<file path="src/rtl/dma_eng_pkg.sv">
package dma_eng_pkg;
  typedef enum logic {
    CH_BYTE = 1'b0,
    CH_WORD = 1'b1
  } chan_kind_e;
endpackage

</file>
<file path="src/rtl/dma_addr_ctr.sv">
module dma_addr_ctr
  import dma_eng_pkg::*;
#(
  parameter int         ADDR_W   = 16,
  parameter int         PAGE_W   = 8,
  parameter int         HIPAGE_W = 8,
  parameter chan_kind_e KIND     = CH_BYTE
) (
  input  logic                clk,
  input  logic                rst_n,
  input  logic                load_i,
  input  logic [ADDR_W-1:0]   base_addr_i,
  input  logic [PAGE_W-1:0]   page_i,
  input  logic [HIPAGE_W-1:0] hipage_i,
  input  logic                xen_i,
  input  logic                adv_i,
  input  logic                reload_i,
  output logic [ADDR_W-1:0]   addr_o,
  output logic [PAGE_W-1:0]   page_o,
  output logic [HIPAGE_W-1:0] hipage_o
);
  logic [ADDR_W-1:0]   ad_q, ad_d, bad_q;
  logic [PAGE_W-1:0]   pg_q, pg_d, bpg_q, page_plus;
  logic [HIPAGE_W-1:0] hp_q, hp_d, bhp_q;
  logic                addr_wrap, page_wrap, cur_en;

  // page carry arithmetic depends on channel kind
  generate
    if (KIND == CH_WORD) begin : g_word
      assign page_plus = {pg_q[PAGE_W-1:1] + (PAGE_W-1)'(1), pg_q[0]};
      assign page_wrap = &pg_q[PAGE_W-1:1];
    end else begin : g_byte
      assign page_plus = pg_q + PAGE_W'(1);
      assign page_wrap = &pg_q;
    end
  endgenerate

  assign addr_wrap = &ad_q;
  assign cur_en    = load_i | reload_i | adv_i;

  always_comb begin
    ad_d = ad_q;
    pg_d = pg_q;
    hp_d = hp_q;
    if (load_i) begin
      ad_d = base_addr_i;
      pg_d = page_i;
      hp_d = hipage_i;
    end else if (reload_i) begin
      ad_d = bad_q;
      pg_d = bpg_q;
      hp_d = bhp_q;
    end else if (adv_i) begin
      ad_d = ad_q + ADDR_W'(1);
      if (addr_wrap && xen_i) begin
        pg_d = page_plus;
        if (page_wrap) hp_d = hp_q + HIPAGE_W'(1);
      end
    end
  end

  always_ff @(posedge clk or negedge rst_n) begin
    if (!rst_n) begin
      ad_q <= '0;
      pg_q <= '0;
      hp_q <= '0;
    end else if (cur_en) begin
      ad_q <= ad_d;
      pg_q <= pg_d;
      hp_q <= hp_d;
    end
  end

  always_ff @(posedge clk or negedge rst_n) begin
    if (!rst_n) begin
      bad_q <= '0;
      bpg_q <= '0;
      bhp_q <= '0;
    end else if (load_i) begin
      bad_q <= base_addr_i;
      bpg_q <= page_i;
      bhp_q <= hipage_i;
    end
  end

  assign addr_o   = ad_q;
  assign page_o   = pg_q;
  assign hipage_o = hp_q;
endmodule

</file>
<file path="src/rtl/dma_cnt_ctl.sv">
module dma_cnt_ctl #(
  parameter int CNT_W = 16
) (
  input  logic             clk,
  input  logic             rst_n,
  input  logic             load_i,
  input  logic [CNT_W-1:0] base_cnt_i,
  input  logic             cross_en_i,
  input  logic             autoinit_i,
  input  logic             step_i,
  output logic [CNT_W-1:0] cnt_o,
  output logic             active_o,
  output logic             auto_o,
  output logic             xen_o,
  output logic             adv_o,
  output logic             reload_o,
  output logic             tc_o
);
  logic [CNT_W-1:0] cnt_q, cnt_d, bcnt_q;
  logic             act_q, act_d, auto_q, xen_q;
  logic             cnt_zero, cnt_en;

  assign cnt_zero = (cnt_q == '0);
  assign adv_o    = step_i & act_q & ~load_i;
  assign tc_o     = adv_o & cnt_zero;
  assign reload_o = tc_o & auto_q;
  assign cnt_en   = load_i | adv_o;

  always_comb begin
    cnt_d = cnt_q;
    act_d = act_q;
    if (load_i) begin
      cnt_d = base_cnt_i;
      act_d = 1'b1;
    end else if (adv_o) begin
      if (tc_o && auto_q) begin
        cnt_d = bcnt_q;
      end else begin
        cnt_d = cnt_q - CNT_W'(1);
        if (tc_o) act_d = 1'b0;
      end
    end
  end

  always_ff @(posedge clk or negedge rst_n) begin
    if (!rst_n) begin
      cnt_q <= '1;
      act_q <= 1'b0;
    end else if (cnt_en) begin
      cnt_q <= cnt_d;
      act_q <= act_d;
    end
  end

  always_ff @(posedge clk or negedge rst_n) begin
    if (!rst_n) begin
      bcnt_q <= '0;
      auto_q <= 1'b0;
      xen_q  <= 1'b0;
    end else if (load_i) begin
      bcnt_q <= base_cnt_i;
      auto_q <= autoinit_i;
      xen_q  <= cross_en_i;
    end
  end

  assign cnt_o    = cnt_q;
  assign active_o = act_q;
  assign auto_o   = auto_q;
  assign xen_o    = xen_q;
endmodule

</file>
<file path="src/rtl/dma_bus_map.sv">
module dma_bus_map
  import dma_eng_pkg::*;
#(
  parameter int         ADDR_W   = 16,
  parameter int         PAGE_W   = 8,
  parameter int         HIPAGE_W = 8,
  parameter int         CNT_W    = 16,
  parameter chan_kind_e KIND     = CH_BYTE,
  localparam int        BUS_W    = HIPAGE_W + PAGE_W + ADDR_W,
  localparam int        RES_W    = CNT_W + 1
) (
  input  logic [ADDR_W-1:0]   addr_i,
  input  logic [PAGE_W-1:0]   page_i,
  input  logic [HIPAGE_W-1:0] hipage_i,
  input  logic [CNT_W-1:0]    cnt_i,
  output logic [BUS_W-1:0]    bus_addr_o,
  output logic [RES_W-1:0]    residue_o
);
  logic [CNT_W-1:0] units;

  assign units = cnt_i + CNT_W'(1);

  generate
    if (KIND == CH_WORD) begin : g_word
      assign bus_addr_o = {hipage_i, page_i[PAGE_W-1:1], addr_i, 1'b0};
      assign residue_o  = {units, 1'b0};
    end else begin : g_byte
      assign bus_addr_o = {hipage_i, page_i, addr_i};
      assign residue_o  = {1'b0, units};
    end
  endgenerate
endmodule

</file>
<file path="src/rtl/dma_xfer_engine.sv">
module dma_xfer_engine
  import dma_eng_pkg::*;
#(
  parameter int         ADDR_W    = 16,
  parameter int         CNT_W     = 16,
  parameter int         PAGE_W    = 8,
  parameter int         HIPAGE_W  = 8,
  parameter chan_kind_e CHAN_KIND = CH_BYTE,
  localparam int        BUS_W     = HIPAGE_W + PAGE_W + ADDR_W,
  localparam int        RES_W     = CNT_W + 1
) (
  input  logic                clk,
  input  logic                rst_n,
  input  logic                load_i,
  input  logic [ADDR_W-1:0]   base_addr_i,
  input  logic [CNT_W-1:0]    base_cnt_i,
  input  logic [PAGE_W-1:0]   page_i,
  input  logic [HIPAGE_W-1:0] hipage_i,
  input  logic                cross_en_i,
  input  logic                autoinit_i,
  input  logic                step_i,
  output logic [BUS_W-1:0]    bus_addr_o,
  output logic                tc_o,
  output logic [RES_W-1:0]    residue_o,
  output logic                active_o
);
  logic [1:0]          rs_q;
  logic                rst_sync_n;
  logic [CNT_W-1:0]    cnt_w;
  logic [ADDR_W-1:0]   addr_w;
  logic [PAGE_W-1:0]   page_w;
  logic [HIPAGE_W-1:0] hipage_w;
  logic                auto_q, xen_q, adv_w, reload_w;

  always_ff @(posedge clk or negedge rst_n) begin
    if (!rst_n) rs_q <= 2'b00;
    else        rs_q <= {rs_q[0], 1'b1};
  end
  assign rst_sync_n = rs_q[1];

  dma_cnt_ctl #(.CNT_W(CNT_W)) cnt_i (
    .clk        (clk),
    .rst_n      (rst_sync_n),
    .load_i     (load_i),
    .base_cnt_i (base_cnt_i),
    .cross_en_i (cross_en_i),
    .autoinit_i (autoinit_i),
    .step_i     (step_i),
    .cnt_o      (cnt_w),
    .active_o   (active_o),
    .auto_o     (auto_q),
    .xen_o      (xen_q),
    .adv_o      (adv_w),
    .reload_o   (reload_w),
    .tc_o       (tc_o)
  );

  dma_addr_ctr #(
    .ADDR_W(ADDR_W), .PAGE_W(PAGE_W), .HIPAGE_W(HIPAGE_W), .KIND(CHAN_KIND)
  ) addr_i (
    .clk         (clk),
    .rst_n       (rst_sync_n),
    .load_i      (load_i),
    .base_addr_i (base_addr_i),
    .page_i      (page_i),
    .hipage_i    (hipage_i),
    .xen_i       (xen_q),
    .adv_i       (adv_w),
    .reload_i    (reload_w),
    .addr_o      (addr_w),
    .page_o      (page_w),
    .hipage_o    (hipage_w)
  );

  dma_bus_map #(
    .ADDR_W(ADDR_W), .PAGE_W(PAGE_W), .HIPAGE_W(HIPAGE_W), .CNT_W(CNT_W),
    .KIND(CHAN_KIND)
  ) map_i (
    .addr_i     (addr_w),
    .page_i     (page_w),
    .hipage_i   (hipage_w),
    .cnt_i      (cnt_w),
    .bus_addr_o (bus_addr_o),
    .residue_o  (residue_o)
  );
endmodule

</file>
<file path="config.mk">
export PLATFORM = sky130hd
export DESIGN_NAME = dma_xfer_engine
export DESIGN_NICKNAME = d
export VERILOG_FILES = /design/src/rtl/dma_eng_pkg.sv /design/src/rtl/dma_addr_ctr.sv /design/src/rtl/dma_cnt_ctl.sv /design/src/rtl/dma_bus_map.sv /design/src/rtl/dma_xfer_engine.sv
export SDC_FILE = /design/constraint.sdc
export NUM_CORES = 1
export LEC_CHECK = 0
export ABC_AREA = 1
export BUFFER_PORTS_ARGS = -buffer_cell sky130_fd_sc_hd__buf_2
export CORE_ASPECT_RATIO = 0.75
export CORE_MARGIN = 2
export CORE_UTILIZATION = 35
export CTS_CLUSTER_DIAMETER = 100
export DETAILED_ROUTE_END_ITERATION = 8
export GPL_ROUTABILITY_DRIVEN = 0
export PLACE_DENSITY = 0.5
export SYNTH_ARGS = -nofsm -noshare
export SYNTH_HDL_FRONTEND = slang
export SYNTH_SLANG_ARGS = --single-unit
</file>
<file path="constraint.sdc">
create_clock -name clk -period 4.3 [get_ports clk]
set_input_delay 0.645 -clock clk [delete_from_list [all_inputs] [get_ports clk]]
set_output_delay 0.645 -clock clk [all_outputs]
set_load 0.02 [all_outputs]
</file>
==> impl_summary.txt <==
----------------------------------------------------
[Pwr]
  Internal power component ... 0.001822 W
  Leakage Power ... 3.598 nW
  Maximum VDD drop ... 0.0002075 V
  Pwr dens ... 397.2 mW/mm^2
  Switching power summed over all nets ... 0.0008677 W
  Final total power ... 0.002690 W
  Flop pwr share ... 0.443
  Comb power frac ... 0.219
  Switch share ... 0.3226
  Clock network fraction of total power ... 0.338

[Worst hold path]
  Class of the tightest hold or removal check ... primary input to async pin

[Floorplan]
  Std-Cell Rows ... 40
  Die area ... 0.01747 mm^2
  Die W ... 151.9 um
  CORE AREA ... 0.01602 mm^2
  Vertical die dimension ... 115.0 um
  Number of I/O pins ... 105
  Initial core utilization ... 0.3587

[Synthesis]
  Number of synthesized register bits ... 101
  Gate Count Post-Synth ... 799
  Async S/R FF share, synth ... 1.000
  Dominant cells by area after synthesis ... sky130_fd_sc_hd__dfrtp_1 (37%), sky130_fd_sc_hd__nand2_1 (20%), sky130_fd_sc_hd__dfstp_2 (7.3%)
  Number of synthesized flops with an enable pin ... 0
  Cell variety after synth ... 32
  Synthesized area per cell ... 7.191 um^2
  Commonest cells post-synth ... sky130_fd_sc_hd__nand2_1 (308), sky130_fd_sc_hd__dfrtp_1 (85), sky130_fd_sc_hd__nor2_1 (71), sky130_fd_sc_hd__nand3_1 (70), sky130_fd_sc_hd__inv_1 (61)
  Cell type with the highest aggregate area in the netlist ... sky130_fd_sc_hd__dfrtp_1
  Yosys warning count ... 0
  Portion of synthesized cell area occupied by the leading cell type ... 0.3702
  Flip-flop cell with the highest count after synthesis ... sky130_fd_sc_hd__dfrtp_1
  Total nets after synthesis ... 859
  Share of the yosys chip area belonging to registers ... 0.4434
  Post-Syn Area ... 0.005746 mm^2
  Library cell with the highest instance count after synthesis ... sky130_fd_sc_hd__nand2_1

[Critical path]
  Worst R2R Setup Slack ... 2.02 ns
  Largest fanout on the critical path ... 5
  Crit path arrival time ... 2.39 ns
  Required time at the endpoint of the critical path ... 3.65 ns
  Setup CP Type ... flip-flop to output port
  Worst Reg2Reg Path Length in Cells ... 10
  Nature of the critical path endpoint ... output port
  Startpoint type of the worst setup path ... flip-flop

[Timing]
  Setup tns final ... 0 ns
  Number of max-slew violations in the final report ... 0
  Clock skew after layout ... 0.006412 ns
  Unrepaired setup endpoints after global routing ... false
  Max-Slew Margin vs Limit ... 0.3618
  Period Utilization, post-route ... 0.7062
  Final Hold Vio Count ... 0
  Final number of setup-violating endpoints ... 0
  Max Fclk ... 0.3293 GHz
  Slew at the pin closest to its max-slew limit ... 0.9574 ns
  Time the worst path needs with I/O delays and setup ... 3.037 ns

[Global routing]
  Total track usage ... 0.1909
  Number of global-route vias before repair ... 5311
  Initial antenna violation count ... 0
  Met1 GRT Util ... 0.2769
  GR peak layer ... met2
  Met2 track demand over resource in global routing ... 0.2892
  Global routing usage on met3 ... 0.04712
  First-pass GRT wire length ... 26790 um
  Grt total ovfl ... 0
  Largest net degree at the start of global routing ... 71

[Clocking]
  Clock network latency to the later pin of the worst-skew pair ... 0.35 ns
  Clock input transition at the sequential cells of the worst setup and hold paths ... 0.07 ns
  Cell at the root of the clock tree ... sky130_fd_sc_hd__clkbuf_16
  CTS tree ... done
  Number of setup buffers added after CTS ... 0
  Cells resized by post-CTS repair ... 0
  Hold_buf cts ... 0
  CTS Sinks ... 101
  Longest Clk Path Bufs ... 2
  CTS Buf Count ... 9
  Depth of the CTS H-tree ... 3

[Final layout]
  # nets final ... 951
  Share of post-route cells with drive strength above 1 ... 0.1763
  Final-layout fill cell count ... 1696
  Antenna diodes ... 0
  Final core area utilization ... 0.4228
  Area of all placed cells without fillers ... 0.006771 mm^2
  Area added between synthesis and finish ... 17.86%
  Post-route insts no fill ... 1106

[Drt]
  Via total after detailed routing ... 5346
  Aggregate routed wire length ... 15900 um
  Avg WL per Cell ... 14.38 um
  First-pass DRT Iterations ... 4
  DR DRC count ... 0
  Drt via density ... 4.834
  Routed Antenna Nets ... 0
  Initial DRC count ... 236

[Status]
  Result of the run ... finished clean

[Run]
  Max-capacitance violation count ... 0

[Placed design]
  Placed wire-length estimate ... 11350 um
  Quantity of I/O buffers inserted on ports ... 103
  Placed instance count ... 1090
  Cell area after placement ... 0.006445 mm^2

----------------------------------------------------
## metal layers
metal / part of all wire / wire, um
met3: 0.060 / 961
met4: 0.010 / 164
met2: 0.42 / 6650
met5: 0 / 0
met1: 0.51 / 8124
## cells in the final DEF, fill, tap and decap left out, types with 8 or more instances in the layout
cell	instances
sky130_fd_sc_hd__nand2_1	308
sky130_fd_sc_hd__buf_2	103
sky130_fd_sc_hd__dfrtp_1	84
sky130_fd_sc_hd__nor2_1	71
sky130_fd_sc_hd__nand3_1	70
sky130_fd_sc_hd__inv_1	61
sky130_fd_sc_hd__o21ai_0	36
sky130_fd_sc_hd__xor2_1	30
sky130_fd_sc_hd__a21oi_1	25
sky130_fd_sc_hd__dfstp_2	16
sky130_fd_sc_hd__nor3_1	9
sky130_fd_sc_hd__clkbuf_16	9
sky130_fd_sc_hd__nand4_1	8
sky130_fd_sc_hd__o21ai_1	8
## critical path: stages, from the launching register on
cell and delay, ns:
sky130_fd_sc_hd__dfstp_2 0.57, sky130_fd_sc_hd__ha_1 0.19, sky130_fd_sc_hd__nand3_1 0.12, sky130_fd_sc_hd__nor3_1 0.42, sky130_fd_sc_hd__nand4_1 0.19, sky130_fd_sc_hd__nor3_1 0.22, sky130_fd_sc_hd__xor2_1 0.15, sky130_fd_sc_hd__buf_2 0.18
## per-stage QoR
step	hold slack, ns	worst slack, ns
global placement	0.3388	1.641
CTS	0.05210	1.231
finish	0.06167	1.263
detailed placement	0.3428	1.505
floorplan	0.3312	1.306
global route	0.05412	1.110
## sequential cells by signal (all words and copies together) (netlist names)
signal and cells:
addr_i.addr_o 16, addr_i.bad_q 16, cnt_i.bcnt_q 16, cnt_i.cnt_o 16
addr_i.bhp_q 8, addr_i.bpg_q 8, addr_i.hipage_o 8, addr_i.page_o 8
rs_q 2, cnt_i.active_o 1, cnt_i.auto_o 1, cnt_i.xen_o 1
## cell families after synthesis
logic type,share of synthesized area
other,0.001307
XOR/XNOR,0.05183
adder cells (fa/ha/maj),0.01307
buffers and inverters,0.06533
flip-flops,0.4434
AO/OA/AOI/OAI,0.07317
AND/OR/NAND/NOR,0.3519
## layout make-up
cell class,instances,area (um^2),share of cell area
Clock buffer,12,256.5,0.03788
Clock inverter,4,70.07,0.01035
Inverter,66,247.7,0.03659
Multi-Input combinational cell,604,2823,0.4169
Sequential cell,101,2551,0.3768
Tap cell,210,262.8,0.03880
Timing Repair Buffer,109,560.5,0.08278
## power groups by stage
stage,clock (W),combinational (W),sequential (W)
global placement,0,0.000589,0.00121
detailed placement,0,0.000593,0.00121
finish,0.000908,0.000588,0.00119
CTS,0.000937,0.000596,0.00119
floorplan,0,0.000383,0.00122
global route,0.000975,0.000674,0.00121
## path summary, 6_finish.rpt
kind                                     start          endpoint
worst max-delay path            cnt_i.cnt_o[0]     residue_o[12]
worst min-delay path                     rst_n           rs_q[1]
worst max register to register  cnt_i.cnt_o[0]  addr_i.page_o[3]
worst min register to register         rs_q[0]           rs_q[1]
max in group asynchronous              rs_q[1]   addr_i.bpg_q[7]
min in group clk                       rs_q[0]           rs_q[1]
Note: power is estimated with default switching activity, not from simulation.
